File: src/rtl/tick_cmp_irq.sv
module tick_cmp_irq #(
  parameter int CNT_W  = 63,
  parameter int PEND_W = 4
) (
  input  logic             clk,
  input  logic             rst_n,
  input  logic [CNT_W-1:0] tick_val,
  input  logic             halted,
  input  logic             wr_en,
  input  logic [1:0]       wr_sel,
  input  logic [CNT_W:0]   wr_data,
  input  logic [1:0]       rd_sel,
  output logic [CNT_W:0]   rd_data,
  output logic             sv_pulse,
  output logic             hv_irq
);
  localparam logic [1:0] SEL_SV   = 2'd0;
  localparam logic [1:0] SEL_HV   = 2'd1;
  localparam logic [1:0] SEL_PEND = 2'd2;
  localparam logic [CNT_W:0] CMP_RST = {1'b1, {CNT_W{1'b0}}};

  logic [CNT_W:0]  sv_cmp_q, hv_cmp_q;
  logic            sv_armed_q, hv_armed_q, sv_pulse_q;
  logic [PEND_W-1:0] pend_q;

  wire sv_wr   = wr_en && (wr_sel == SEL_SV);
  wire hv_wr   = wr_en && (wr_sel == SEL_HV);
  wire pend_wr = wr_en && (wr_sel == SEL_PEND);
  wire wr_arms = !wr_data[CNT_W] && (wr_data[CNT_W-1:0] > tick_val);
  wire sv_hit  = sv_armed_q && (tick_val == sv_cmp_q[CNT_W-1:0]);
  wire hv_hit  = hv_armed_q && (tick_val == hv_cmp_q[CNT_W-1:0]);

  always_ff @(posedge clk) begin
    if (!rst_n) begin
      sv_cmp_q   <= CMP_RST;
      hv_cmp_q   <= CMP_RST;
      sv_armed_q <= 1'b0;
      hv_armed_q <= 1'b0;
      sv_pulse_q <= 1'b0;
      pend_q     <= '0;
    end else begin
      sv_pulse_q <= sv_hit && !sv_wr;
      if (sv_wr) begin
        sv_cmp_q   <= wr_data;
        sv_armed_q <= wr_arms;
      end else if (sv_hit) begin
        sv_armed_q <= 1'b0;
      end
      if (hv_wr) begin
        hv_cmp_q   <= wr_data;
        hv_armed_q <= wr_arms;
      end else if (hv_hit) begin
        hv_armed_q <= 1'b0;
      end
      if (hv_hit && !hv_wr && !halted)
        pend_q <= PEND_W'(1);
      else if (pend_wr)
        pend_q <= wr_data[PEND_W-1:0];
    end
  end

  always_comb begin
    case (rd_sel)
      SEL_SV:   rd_data = sv_cmp_q;
      SEL_HV:   rd_data = hv_cmp_q;
      SEL_PEND: rd_data = {{(CNT_W+1-PEND_W){1'b0}}, pend_q};
      default:  rd_data = '0;
    endcase
  end

  assign sv_pulse = sv_pulse_q;
  assign hv_irq   = |pend_q;
endmodule

File: config.mk
export PLATFORM = sky130hd
export DESIGN_NAME = tick_cmp_irq
export DESIGN_NICKNAME = d
export VERILOG_FILES = /design/src/rtl/tick_cmp_irq.sv
export SDC_FILE = /design/constraint.sdc
export NUM_CORES = 1
export LEC_CHECK = 0
export BUFFER_PORTS_ARGS = -buffer_cell sky130_fd_sc_hd__buf_4
export CAP_MARGIN = 0
export CELL_PAD_IN_SITES_DETAIL_PLACEMENT = 2
export CELL_PAD_IN_SITES_GLOBAL_PLACEMENT = 2
export CORE_MARGIN = 2
export CORE_UTILIZATION = 34
export DETAILED_ROUTE_END_ITERATION = 7
export PLACE_DENSITY_LB_ADDON = 0.1
export SLEW_MARGIN = 30
export SYNTH_ARGS = -nofsm -noshare
export SYNTH_HDL_FRONTEND = slang
export SYNTH_SLANG_ARGS = --single-unit
File: constraint.sdc
create_clock -name clk -period 4.7 [get_ports clk]
set_input_delay 0.47 -clock clk [delete_from_list [all_inputs] [get_ports clk]]
set_output_delay 0.47 -clock clk [all_outputs]
set_load 0.05 [all_outputs]
==> flow_metrics.py <==
metrics = {
    "timing": {
        "hold_violations": 0,
        "setup_slack_ns": 2.18,
        "fin_skew_ns": 0.0143,
        "setup_tns_ns": 0,
        "period_share_pct": 53.6,
        "max_freq_mhz": 397,
        "drv_slew": 0,
        "rsz0062_at_grt": "no",
        "holdWs_ns": 0.264,
        "slew_headroom_pct": 39.3,
        "period_minus_slack_ns": 2.52,
        "tightest_slew_ns": 0.911,
        "final-setup-viol-count": 0,
    },
    "grt": {
        "grt_antenna_before_repair": 0,
        "grt-ovfl-total": 0,
        "grt.met3_usage_pct": 6.49,
        "grt_max_degree": 73,
        "grt_first_pass_wirelength_um": 57000,
        "top_usage_layer": "met2",
        "grt_pass1_vias": 9041,
        "track_usage_pct": 29.3,
        "grt_use_met2_pct": 47.9,
        "gr-usage-met1_pct": 37.7,
    },
    "critical_path": {
        "critPathCaptureType": "flip-flop",
        "path_delay_family": "simple AND/OR/NAND/NOR gates",
        "cp_slowest_cell": "or4_1",
        "path_cells": "buf_4, inv_1, ha_1, nand4_1, or4_1, nor4_2, nand4_1, nor3b_1, a22o_1",
        "critical_path_peak_fanout": 4,
        "cp_common_cell": "nand4_1",
        "cp_data_arrival_time_ns": 2.84,
        "crit_path_start_kind": "primary input",
        "required_ns": 5.02,
        "crit_buf_inv": 2,
        "critPathMaxStageDelay_ns": 0.55,
        "worstSetupPathType": "primary input to flip-flop",
    },
    "cts": {
        "cts_sinks": 135,
        "cts.path.max_buffers": 2,
        "cts_hold_buf": 0,
        "cts_setup_buffers": 0,
        "cts_buffers": 17,
        "cts_resized": 0,
        "htree_levels": 4,
        "clkLatencyLatePin_ns": 0.44,
        "cts.clk_slew.worst_paths_ns": 0.07,
        "cts_tree": "built",
        "cts_root_buf": "clkbuf_16",
    },
    "route": {
        "drc_errors": 0,
        "wl_per_cell_um": 25.3,
        "vias": 8556,
        "drt_pre_antenna_iters": 5,
        "wirelength_um": 38700,
        "routed_via_density": 5.60,
        "antenna_left": 0,
        "drtIter0Drc": 528,
    },
    "floorplanning": {
        "die_w_um": 162,
        "rows": 57,
        "fp.coreArea_mm2": 0.0245,
        "ios": 201,
        "die_h_um": 162,
        "start_util_pct": 34.8,
        "dieArea_mm2": 0.0263,
    },
    "synthesis": {
        "synth_async_sr_flop_share_pct": 0,
        "syn_area_per_cell_um2": 8.36,
        "synth_top_cell_by_area": "dfxtp_1",
        "synth.distinct_cells": 49,
        "yosysMostFrequentCell": "nand2_1",
        "synth_ff_type": "dfxtp_1",
        "synth-seq-cells": 135,
        "synthTopCellsByArea": "dfxtp_1 (32%), ha_1 (9.3%), mux2i_1 (7.9%), nand2_1 (6.8%), a22o_1 (6.4%)",
        "synth_seq_area_share_pct": 31.7,
        "synth_edf_count": 0,
        "synth.top_cell.area_share_pct": 31.7,
        "yosys-top-cells-count": "nand2_1 (154), dfxtp_1 (135), nor2_1 (75), inv_1 (69), mux2i_1 (67)",
        "synth_area_mm2": 0.00851,
        "yosysWarnings": 0,
        "netlist_instances": 1018,
        "syn_nets": 1216,
    },
    "place": {
        "hpwl_um": 29000,
        "globalplace.congestion": 0.924,
        "dp_slack_ns": 1.83,
        "place.port_buffers": 200,
    },
    "power_and_ir_drop": {
        "p_per_area_mw_per_mm2": 305,
        "total_power_uw": 3320,
        "peakVddDrop_mv": 0.176,
        "p_leak_uw": 0.00494,
    },
    "finish": {
        "area_delta_synth_final_pct": 28.1,
        "post_route_cells_drive_above_1_share_pct": 20.2,
        "diodes": 0,
        "fin_nets": 1391,
        "utilization_pct": 44.6,
        "fillers": 2708,
    },
    "job": {
        "cap_violations": 0,
    },
    "worst_hold_path": {
        "hp-class": "primary input to flip-flop",
    },
    "status": {
        "status": "finished clean",
    },
}
## routing by layer
layer	vias to the layer above	part of all wire, %	wire [um]
li1	3937	-	-
met1	4255	44	17100
met2	303	46	17800
met3	61	6.3	2430
met4	0	3.3	1280
met5	-	0	0
## cell type report
type	count	area, um^2	area share [%]
clock buffers	20	467	4.28
clock inverters	11	146	1.34
inverters	69	259	2.38
repair buffers	205	1560	14.3
multi-input cells	765	5370	49.2
flip-flops and latches	135	2700	24.8
well taps	324	405	3.72
## path summary, 6_finish.rpt
check                            startpoint                        end  slack [ns]  cells after the start
hold reg to reg   sv_cmp_q[63]$_SDFFE_PN1P_  sv_cmp_q[63]$_SDFFE_PN1P_        0.49                      1
setup / recovery               tick_val[61]    sv_armed_q$_SDFFE_PN0P_        2.18                      9
hold / removal                   wr_data[6]   sv_cmp_q[6]$_SDFFE_PN0P_        0.26                      2
setup reg to reg  sv_cmp_q[36]$_SDFFE_PN0P_    sv_armed_q$_SDFFE_PN0P_        2.36                      6
## through the flow
step	instances	cell area (um^2)
after floorplan	1018	8510
after global placement	1497	10300
after detailed placement	1498	10300
after CTS	1529	10900
after global routing	1529	10900
final	1529	10900
## power by group
part	switching, uW	internal, uW	leakage (uW)	total [uW]
Combinational	402	249	0.00354	651
Clock	568	876	0.000299	1440
Sequential	43.3	1180	0.00110	1230
## state kept, by name, summed over array words and instances, names as in the netlist
register    flops
hv_armed_q      1
hv_cmp_q       64
pend_q          4
sv_armed_q      1
sv_cmp_q       64
sv_pulse        1
## layout by cell type (no fill, tap or decap), types with 3 or more instances in the layout
cell and n:
nor2b_1 19, o2bb2ai_1 6, o22ai_1 9, inv_1 69, clkinv_2 3, a21o_1 4
nand3b_1 3, a22o_1 62, a221oi_1 6, a21oi_1 28, clkbuf_8 3, nand3_1 12
a21boi_0 64, xnor2_1 30, nand2_1 154, nand2b_1 3, xor2_1 53, dfxtp_1 135
clkbuf_16 17, bufinv_16 3, nor4_1 22, a2111oi_0 7, a221o_1 3, nor2_1 75
mux2i_1 67, o21ai_0 19, nand4_1 25, ha_1 63, nor3b_1 4, buf_4 203
## logic make-up after synthesis
logic type      count (synthesis)  share of synthesized area [%]
compound gates                222                           19.6
xor+xnor                       83                           8.54
fa+ha+maj                      63                           9.26
buf+inv                       118                           5.36
flops                         135                           31.7
mux                            67                           7.88
simple gates                  330                           17.7
Note: power is estimated with default switching activity, not from simulation.
